--- config.mk ---
export PLATFORM = sky130hd
export DESIGN_NAME = uart_rx_sticky
export DESIGN_NICKNAME = d
export VERILOG_FILES = /design/src/rtl/uart_rx_pkg.sv /design/src/rtl/rx_sync.sv /design/src/rtl/rx_frame.sv /design/src/rtl/rx_regs.sv /design/src/rtl/uart_rx_sticky.sv
export SDC_FILE = /design/constraint.sdc
export NUM_CORES = 1
export LEC_CHECK = 0
export ABC_AREA = 1
export CORE_MARGIN = 10
export CORE_UTILIZATION = 50
export DETAILED_ROUTE_END_ITERATION = 10
export PLACE_DENSITY = 0.72
export SETUP_SLACK_MARGIN = 0.2
export SKIP_CTS_REPAIR_TIMING = 1
export SLEW_MARGIN = 20
export SYNTH_ARGS = -nofsm -noshare
export SYNTH_HDL_FRONTEND = slang
export SYNTH_HIERARCHICAL = 1
export SYNTH_SLANG_ARGS = --single-unit
export TNS_END_PERCENT = 100
--- constraint.sdc ---
create_clock -name clk_i -period 1.68 [get_ports clk_i]
set_input_delay 0.336 -clock clk_i [delete_from_list [all_inputs] [get_ports clk_i]]
set_output_delay 0.336 -clock clk_i [all_outputs]
set_load 0.02 [all_outputs]
--- src/rtl/uart_rx_pkg.sv ---
package uart_rx_pkg;
  localparam int ADDR_W = 2;

  typedef enum logic [ADDR_W-1:0] {
    A_DATA = 2'd0,
    A_STAT = 2'd1,
    A_CTRL = 2'd2
  } reg_addr_e;

  typedef enum logic [2:0] {
    S_IDLE,
    S_START,
    S_DATA,
    S_STOP1,
    S_STOP2
  } rx_state_e;

  localparam int ST_RDF = 0;
  localparam int ST_OVR = 1;
  localparam int ST_FER = 2;
  localparam int CT_EN  = 0;
  localparam int CT_TWO = 1;
endpackage

--- src/rtl/rx_sync.sv ---
module rx_sync #(
  parameter int STAGES = 2
) (
  input  logic clk_i,
  input  logic rst_ni,
  input  logic d_i,
  output logic q_o
);
  logic [STAGES-1:0] s_q;

  generate
    for (genvar i = 0; i < STAGES; i++) begin : g_stage
      if (i == 0) begin : g_first
        always_ff @(posedge clk_i or negedge rst_ni)
          if (!rst_ni) s_q[0] <= 1'b1;
          else         s_q[0] <= d_i;
      end else begin : g_next
        always_ff @(posedge clk_i or negedge rst_ni)
          if (!rst_ni) s_q[i] <= 1'b1;
          else         s_q[i] <= s_q[i-1];
      end
    end
  endgenerate

  assign q_o = s_q[STAGES-1];
endmodule

--- src/rtl/rx_frame.sv ---
module rx_frame
  import uart_rx_pkg::*;
#(
  parameter int DATA_W = 8,
  parameter int OSR    = 16
) (
  input  logic              clk_i,
  input  logic              rst_ni,
  input  logic              tick_i,
  input  logic              rx_i,
  input  logic              en_i,
  input  logic              two_stop_i,
  output logic              done_o,
  output logic              stop_ok_o,
  output logic [DATA_W-1:0] data_o
);
  localparam int CNT_W = $clog2(OSR);
  localparam int BIT_W = $clog2(DATA_W);
  localparam logic [CNT_W-1:0] MID  = CNT_W'(OSR/2 - 1);
  localparam logic [CNT_W-1:0] LAST = CNT_W'(OSR - 1);
  localparam logic [BIT_W-1:0] LBIT = BIT_W'(DATA_W - 1);

  rx_state_e         state_q;
  logic [CNT_W-1:0]  os_q;
  logic [BIT_W-1:0]  bit_q;
  logic [DATA_W-1:0] shift_q;
  logic              rx_prev_q;

  always_ff @(posedge clk_i or negedge rst_ni) begin
    if (!rst_ni) begin
      state_q   <= S_IDLE;
      os_q      <= '0;
      bit_q     <= '0;
      shift_q   <= '0;
      rx_prev_q <= 1'b1;
      done_o    <= 1'b0;
      stop_ok_o <= 1'b0;
    end else begin
      done_o    <= 1'b0;
      rx_prev_q <= rx_i;
      if (!en_i) begin
        state_q <= S_IDLE;
      end else begin
        unique case (state_q)
          S_IDLE: begin
            // only a falling edge starts a frame
            if (rx_prev_q && !rx_i) begin
              state_q <= S_START;
              os_q    <= '0;
            end
          end
          S_START: if (tick_i) begin
            if (os_q == MID) begin
              os_q  <= '0;
              bit_q <= '0;
              state_q <= rx_i ? S_IDLE : S_DATA;
            end else os_q <= os_q + 1'b1;
          end
          S_DATA: if (tick_i) begin
            if (os_q == LAST) begin
              os_q    <= '0;
              shift_q <= {rx_i, shift_q[DATA_W-1:1]};
              if (bit_q == LBIT) state_q <= S_STOP1;
              else               bit_q   <= bit_q + 1'b1;
            end else os_q <= os_q + 1'b1;
          end
          S_STOP1: if (tick_i) begin
            if (os_q == LAST) begin
              os_q      <= '0;
              done_o    <= 1'b1;
              stop_ok_o <= rx_i;
              state_q   <= two_stop_i ? S_STOP2 : S_IDLE;
            end else os_q <= os_q + 1'b1;
          end
          S_STOP2: if (tick_i) begin
            // second stop bit is not checked
            if (os_q == LAST) state_q <= S_IDLE;
            else              os_q    <= os_q + 1'b1;
          end
          default: state_q <= S_IDLE;
        endcase
      end
    end
  end

  assign data_o = shift_q;


  idle_when_blocked_chk: assert property (@(posedge clk_i) disable iff (!rst_ni)
    (!en_i) |=> (state_q == S_IDLE));
endmodule

--- src/rtl/rx_regs.sv ---
module rx_regs
  import uart_rx_pkg::*;
#(
  parameter int DATA_W = 8
) (
  input  logic              clk_i,
  input  logic              rst_ni,
  input  logic [ADDR_W-1:0] addr_i,
  input  logic              we_i,
  input  logic              rd_i,
  input  logic [DATA_W-1:0] wdata_i,
  output logic [DATA_W-1:0] rdata_o,
  input  logic              done_i,
  input  logic              stop_ok_i,
  input  logic [DATA_W-1:0] frame_i,
  output logic              rx_en_o,
  output logic              two_stop_o
);
  logic [DATA_W-1:0] data_q;
  logic              rdf_q, ovr_q, fer_q;
  logic              ovr_arm_q, fer_arm_q;
  logic              en_q, two_q;

  logic rd_stat, rd_data, wr_stat, wr_ctrl;
  assign rd_stat = rd_i && (addr_i == A_STAT);
  assign rd_data = rd_i && (addr_i == A_DATA);
  assign wr_stat = we_i && (addr_i == A_STAT);
  assign wr_ctrl = we_i && (addr_i == A_CTRL);

  logic unused_wdata;
  assign unused_wdata = ^wdata_i;

  always_ff @(posedge clk_i or negedge rst_ni) begin
    if (!rst_ni) begin
      data_q    <= '0;
      rdf_q     <= 1'b0;
      ovr_q     <= 1'b0;
      fer_q     <= 1'b0;
      ovr_arm_q <= 1'b0;
      fer_arm_q <= 1'b0;
      en_q      <= 1'b0;
      two_q     <= 1'b0;
    end else begin
      if (wr_ctrl) begin
        en_q  <= wdata_i[CT_EN];
        two_q <= wdata_i[CT_TWO];
      end
      if (rd_data) rdf_q <= 1'b0;
      if (rd_stat && ovr_q) ovr_arm_q <= 1'b1;
      if (rd_stat && fer_q) fer_arm_q <= 1'b1;
      if (wr_stat && !wdata_i[ST_OVR] && ovr_arm_q) begin
        ovr_q     <= 1'b0;
        ovr_arm_q <= 1'b0;
      end
      if (wr_stat && !wdata_i[ST_FER] && fer_arm_q) begin
        fer_q     <= 1'b0;
        fer_arm_q <= 1'b0;
      end
      // hardware events win over software in the same cycle
      if (done_i) begin
        if (!stop_ok_i) begin
          data_q <= frame_i;
          fer_q  <= 1'b1;
        end else if (rdf_q) begin
          ovr_q  <= 1'b1;
        end else begin
          data_q <= frame_i;
          rdf_q  <= 1'b1;
        end
      end
    end
  end

  always_comb begin
    rdata_o = '0;
    unique case (addr_i)
      A_DATA: rdata_o = data_q;
      A_STAT: begin
        rdata_o[ST_RDF] = rdf_q;
        rdata_o[ST_OVR] = ovr_q;
        rdata_o[ST_FER] = fer_q;
      end
      A_CTRL: begin
        rdata_o[CT_EN]  = en_q;
        rdata_o[CT_TWO] = two_q;
      end
      default: rdata_o = '0;
    endcase
  end

  assign rx_en_o    = en_q && !ovr_q && !fer_q;
  assign two_stop_o = two_q;


  rdf_read_clear_chk: assert property (@(posedge clk_i) disable iff (!rst_ni)
    (rd_data && !done_i) |=> !rdf_q);

  ovr_keeps_data_chk: assert property (@(posedge clk_i) disable iff (!rst_ni)
    $rose(ovr_q) |-> (data_q == $past(data_q)) && rdf_q);

  fer_no_rdf_chk: assert property (@(posedge clk_i) disable iff (!rst_ni)
    $rose(fer_q) |-> !$rose(rdf_q));

  ovr_clear_rule_chk: assert property (@(posedge clk_i) disable iff (!rst_ni)
    $fell(ovr_q) |-> $past(wr_stat && !wdata_i[ST_OVR] && ovr_arm_q));

  fer_clear_rule_chk: assert property (@(posedge clk_i) disable iff (!rst_ni)
    $fell(fer_q) |-> $past(wr_stat && !wdata_i[ST_FER] && fer_arm_q));
endmodule

--- src/rtl/uart_rx_sticky.sv ---
module uart_rx_sticky
  import uart_rx_pkg::*;
#(
  parameter int DATA_W      = 8,
  parameter int OSR         = 16,
  parameter int SYNC_STAGES = 2
) (
  input  logic              clk_i,
  input  logic              rst_ni,
  input  logic              rx_i,
  input  logic              tick_i,
  input  logic [ADDR_W-1:0] addr_i,
  input  logic              we_i,
  input  logic              rd_i,
  input  logic [DATA_W-1:0] wdata_i,
  output logic [DATA_W-1:0] rdata_o
);
  logic              rx_s;
  logic              rx_en, two_stop, done, stop_ok;
  logic [DATA_W-1:0] frame;

  rx_sync #(.STAGES(SYNC_STAGES)) u_sync (
    .clk_i(clk_i), .rst_ni(rst_ni), .d_i(rx_i), .q_o(rx_s)
  );

  rx_frame #(.DATA_W(DATA_W), .OSR(OSR)) u_frame (
    .clk_i(clk_i), .rst_ni(rst_ni), .tick_i(tick_i), .rx_i(rx_s),
    .en_i(rx_en), .two_stop_i(two_stop), .done_o(done),
    .stop_ok_o(stop_ok), .data_o(frame)
  );

  rx_regs #(.DATA_W(DATA_W)) u_regs (
    .clk_i(clk_i), .rst_ni(rst_ni), .addr_i(addr_i), .we_i(we_i),
    .rd_i(rd_i), .wdata_i(wdata_i), .rdata_o(rdata_o), .done_i(done),
    .stop_ok_i(stop_ok), .frame_i(frame), .rx_en_o(rx_en),
    .two_stop_o(two_stop)
  );
endmodule

### Yosys cells after proc, flatten, opt, wreduce, memory -nomap -nowiden

Index checks and enable logic that the tools add are counted.

| word-level totals | value |
|---|---|
| bits in registers | 38 |
| output and inout port bits | 8 |
| logic and storage cells | 131 |

| operators by class | value |
|---|---|
| $add $sub $neg | 2 |
| equal/unequal tests | 29 |
| mux-type cells | 52 |
| reductions and logical operators | 31 |

Operators with widths:

| kind | number |
|---|---|
| 3-bit two-way mux | 17 |
| 3-bit inequality test (second input constant) | 10 |
| 4-bit two-way mux | 7 |
| 1-bit two-way mux | 19 |
| 8-bit two-way mux | 2 |
| 4-bit case mux with 4 select lines | 1 |
| 3-bit case mux with 5 select lines | 1 |
| 7-bit AND reduction | 2 |
| 1-bit logical AND | 13 |
| 2-bit inequality test (second input constant) | 6 |
| 10-bit AND reduction | 1 |
| 2-bit by 1-bit inequality test with 1-bit output (second input constant) | 4 |
| 4-bit AND reduction | 2 |
| 3-bit by 2-bit == test with 1-bit output (second input constant) | 2 |
| 3-bit == test (second input constant) | 2 |
| 2-bit case mux with 3 select lines | 1 |
| 3-bit case mux with 2 select lines | 1 |
| 2-bit nonzero test | 3 |
| 1-bit logical NOT | 5 |
| 5-bit two-way mux | 1 |
| 4-bit by 1-bit adder with 4-bit output (second input constant) | 1 |
| 4-bit by 3-bit == test with 1-bit output (second input constant) | 1 |
| 4-bit == test (second input constant) | 1 |
| 4-bit nonzero test | 1 |
| other kinds (10) | 10 |

### Logic depth before layout (Yosys ltp)

| depth | value |
|---|---|
| depth in word-level cells | 8 |
| depth in mapped cells | 10 |

### By module

The synthesis kept the hierarchy.

By module, submodules not included:

| module | instances | cells an instance | area each (µm²) | seq. area each (µm²) |
|---|---|---|---|---|
| rx_frame | 1 | 136 | 1208.7 | 526.8 |
| rx_regs | 1 | 95 | 748.2 | 375.4 |
| rx_sync | 1 | 2 | 52.6 | 52.6 |

### Least setup slack after synthesis

Ideal clock, no wire load.

| timing | value |
|---|---|
| path type | register to register |
| start | reg u_frame.os_q[0] |
| end | reg u_frame.shift_q[5], in the netlist u_frame/data_o[5] |
| library setup time | 118 ps |
| arrival | 1206 ps |
| required time | 1562 ps |
| slack | 356 ps |
| stages on the path, launching flop included | 8 |
| buffers on the path | 1 |
| cell sequence | dfrtp_1 -> ha_1 -> nand3_2 -> inv_1 -> nand4_4 -> buf_6 -> nand2_1 -> o21ai_2 |

| between the ends | value |
|---|---|
| cells in the longest elaborated chain, start to end | 2 |

Ends and longest elaborated chain:

| what | RTL line | RTL |
|---|---|---|
| start: declaration | rx_frame.sv:24 | `logic [CNT_W-1:0] os_q;` |
| start signal: assignment | rx_frame.sv:57 | `end else os_q <= os_q + 1'b1;` |
| start signal: assignment | rx_frame.sv:65 | `end else os_q <= os_q + 1'b1;` |
| start signal: assignment | rx_frame.sv:73 | `end else os_q <= os_q + 1'b1;` |
| 4-bit == test | rx_frame.sv:60 | `if (os_q == LAST) begin` |
| 4-bit AND reduction (no source line) | n/a |  |
| end signal: assignment | rx_frame.sv:62 | `shift_q <= {rx_i, shift_q[DATA_W-1:1]};` |
| end: declaration | rx_frame.sv:26 | `logic [DATA_W-1:0] shift_q;` |

Every way passes these cells.
A chain may end at the register's enable or synchronous reset.

### Worst setup path in the final report

| timing | value |
|---|---|
| start | reg u_frame.os_q[0] |
| end | reg u_frame.state_q[2] |

| between the ends | value |
|---|---|
| cells in the longest elaborated chain, start to end | 3 |
| elaborated cells between the ends (all ways) | 7 |

Ends and longest elaborated chain:

| what | RTL line | RTL |
|---|---|---|
| 4-bit == test or 4-bit by 3-bit == test with 1-bit output (tied branches) | n/a |  |
| 3-bit inequality test (no source line) | n/a |  |
| 10-bit AND reduction (no source line) * | n/a |  |
| end signal: assignment | rx_frame.sv:56 | `state_q <= rx_i ? S_IDLE : S_DATA;` |
| end signal: assignment | rx_frame.sv:72 | `state_q <= two_stop_i ? S_STOP2 : S_IDLE;` |
| end: declaration | rx_frame.sv:23 | `rx_state_e state_q;` |

Every way passes the cells marked *; elsewhere a longest branch is shown, timed or not.

==> qor.yml <==
htree_num_levels: 2
cts.path.max_buffers: 2
synth_area_sq_mm: 0.002009
die_h_microns: 83.40
via_per_inst: 5.028
use_met2_pct: 18.99
yosysTopAreaCellShare_pct: 43.59
clock-sinks: 38
finalWorstSetupSlack_ns: 0.2434
vias: 1624
path_buf_inv: 1
final.fill_count: 304
max-slew-margin-rel_pct: 80.47
clockRootBuffer: "clkbuf_8"
grt_max_degree: 39
synth.distinct_cells: 33
antenna_found_initial: 0
synth-main-ff-cell: "dfrtp_1"
peakVddDrop_uv: 536.3
crit_path_top_delay_cell: "dfrtp_1"
ys_ff_latch: 38
ant_nets: 0
finalCritPeriodShare_pct: 85.51
cp_common_cell: "nand3_1"
critPathTopFamily: "simple AND/OR/NAND/NOR gates"
status: "completed"
dp_slack_ns: -0.6003
tightest_slew_ns: 0.2930
crit_type: "reg2reg"
initial_utilization_pct: 53.28
finalCriticalPeriod_ns: 1.437
num_rows: 22
first_pass_iters: 4
grt_pass1_wl_microns: 6824
hpwl_microns: 2887
crit_fanout: 4
arrival_ns: 1.67
n_antenna_cell: 0
fin_nets: 293
core_sq_mm: 0.003771
grt_pass1_vias: 1544
path_cells: "ha_4, nand3_1, nand3_1, nand2_2, nor2_4, buf_4, nand4_1, nand2_1"
setup_viol: 0
wl_per_cell_microns: 12.84
fp.dieW_microns: 83.40
grt_usage_pct: 11.57
grtUsageMet3_pct: 3.125
clk_pin_slew_ns: 0.08
area_delta_synth_final_pct: 24.91
ys_warn_count: 6
overflow: 0
synth_edf_count: 0
drv_cap: 0
skew_ns: 0.008554
fin_cells: 323
clk_latency_ns: 0.29
drive_gt1_share_pct: 29.82
hp-class: "reg2reg"
grt-busiest-layer: "met2"
synth_nets: 252
slew_viol_final: 0
pin_count: 24
max_stage_delay_ns: 0.41
ys_seq_area_share_pct: 47.51
place_inst: 305
max_freq_mhz: 696.1
routed_wirelength_microns: 4146
hold_viol_final: 0
cts_buffers: 5
numPortBuffers: 18
drc: 0
power.density_mw_per_mm2: 799.2
yosys.area.top_type: "dfrtp_1"
p_leak_nw: 1.233
die_area_sq_mm: 0.006955
avgSynthCellArea_sq_um: 8.624
grt_use_met1_pct: 13.92
synth_area_leaders: "dfrtp_1 44%, nand2_1 9.2%, nand3_1 6.2%"
rsz0062_at_grt: "yes"
cp-end-kind: "flop"
cp.required_ns: 1.91
place.gp.congestion: 0.7825
cts_tree: "built"
critPathLaunchType: "flop"
drtIter0Drc: 93
synthArstFlopShare_pct: 100.0
synth_cells: 233
==> routing by layer <==
layer | vias up | part of all wire (%)
met5 | - | 0
met4 | 0 | 0.87
met3 | 4 | 3.8
met2 | 31 | 48
met1 | 753 | 47
li1 | 836 | -
==> final cells by class <==
| type | count | area (sq um) | share of cell area, % |
|---|---|---|---|
| inverters | 32 | 122.6 | 4.885 |
| multi-input cells | 159 | 950.9 | 37.89 |
| repair buffers | 38 | 324.1 | 12.91 |
| well taps | 48 | 60.06 | 2.393 |
| clock buffers | 6 | 82.58 | 3.290 |
| clock inverters | 2 | 12.51 | 0.4985 |
| flip-flops and latches | 38 | 957.2 | 38.14 |
==> cell usage in the layout, fill, tap and decap left out, types with 7 or more instances in the layout <==
cell type        Yosys  final
dfrtp_1             35     33
nand2_1             49     49
inv_1               30     28
clkdlybuf4s50_1      0      7
nand3_1             25     23
nor2_1              20     18
buf_4                0     15
o21ai_1              4      7
==> flip-flops by register name, indices dropped and copies added, names as in the netlist <==
register / cells
u_frame/bit_q: 3
u_frame/data_o: 8
u_frame/done_o: 1
u_frame/os_q: 4
u_frame/rx_prev_q: 1
u_frame/state_q: 3
u_frame/stop_ok_o: 1
u_regs/data_q: 8
u_regs/en_q: 1
u_regs/fer_arm_q: 1
u_regs/fer_q: 1
u_regs/ovr_arm_q: 1
u_regs/ovr_q: 1
u_regs/rdf_q: 1
u_regs/two_stop_o: 1
u_sync/q_o: 1
u_sync/s_q: 1
==> worst register-to-register path, cell delays in order, from the launching register on <==
cell and delay (ns):
dfrtp_1 0.41, ha_4 0.18, nand3_1 0.08, nand3_1 0.12, nand2_2 0.07, nor2_4 0.21, buf_4 0.16, nand4_1 0.09
nand2_1 0.07
==> where the power goes <==
part	total, mW	switching [mW]	internal, mW	leakage (nW)
clock network	0.645	0.316	0.329	0.0472
registers	1.01	0.0376	0.974	0.491
logic	0.349	0.199	0.150	0.694
total	2.01	0.552	1.45	1.23
==> path summary, 6_finish.rpt <==
| check | from | to | slack, ns | depth (start not counted) |
|---|---|---|---|---|
| worst max-delay path | u_frame/os_q[0]$_DFFE_PN0P_ | u_frame/state_q[2]$_DFFE_PN0P_ | 0.24 | 8 |
| worst min-delay path | u_sync/s_q[0]$_DFF_PN1_ | u_sync/q_o$_DFF_PN1_ | 0.36 | 0 |
| worst max register to register | u_frame/os_q[0]$_DFFE_PN0P_ | u_frame/state_q[2]$_DFFE_PN0P_ | 0.24 | 8 |
| worst min register to register | u_sync/s_q[0]$_DFF_PN1_ | u_sync/q_o$_DFF_PN1_ | 0.36 | 0 |
| max in group asynchronous | rst_ni | u_sync/s_q[0]$_DFF_PN1_ | 0.88 | 3 |
| min in group asynchronous | rst_ni | u_frame/os_q[2]$_DFFE_PN0P_ | 0.53 | 3 |
==> synth_stat cells (2+ instances only) <==
library cell / instances
a21oi_1: 6
a21oi_2: 5
buf_6: 3
dfrtp_1: 35
dfstp_2: 3
ha_1: 3
inv_1: 30
inv_2: 2
nand2_1: 49
nand2_2: 5
nand2_4: 3
nand3_1: 25
nand3b_1: 2
nand4_1: 6
nor2_1: 20
nor2_2: 4
nor2_4: 2
o21ai_0: 7
o21ai_1: 4
o21ai_2: 5
o21bai_1: 2
==> per-stage QoR <==
step	cell area [sq um]	setup TNS (ns)	util [%]	hold slack [ns]	total power, mW
3_3_place_gp	2293	-4.218	60.82	0.3170	1.336
2_1_floorplan	2009	0	-	0.04041	1.211
3_5_place_dp	2293	-4.551	60.82	0.3176	1.342
4_1_cts	2389	-4.554	63.34	0.003398	1.987
6_report	2510	0	66.56	0.3563	2.006
5_1_grt	2510	0	66.56	0.3637	2.110
==> logic make-up (layout without fill, tap and decap cells) <==
group                      count (synthesis)  after routing  share of synthesized area [%]
and+or+nand+nor                          121            121                          30.82
DFF                                       38             38                          47.51
xor gates and xnor gates                   2              2                         0.8719
AOI/OAI and AO/OA                         33             33                          11.02
buffers and inverters                     36             78                          7.908
adders and majority gates                  3              3                          1.868
Note: power is estimated with default switching activity, not from simulation.
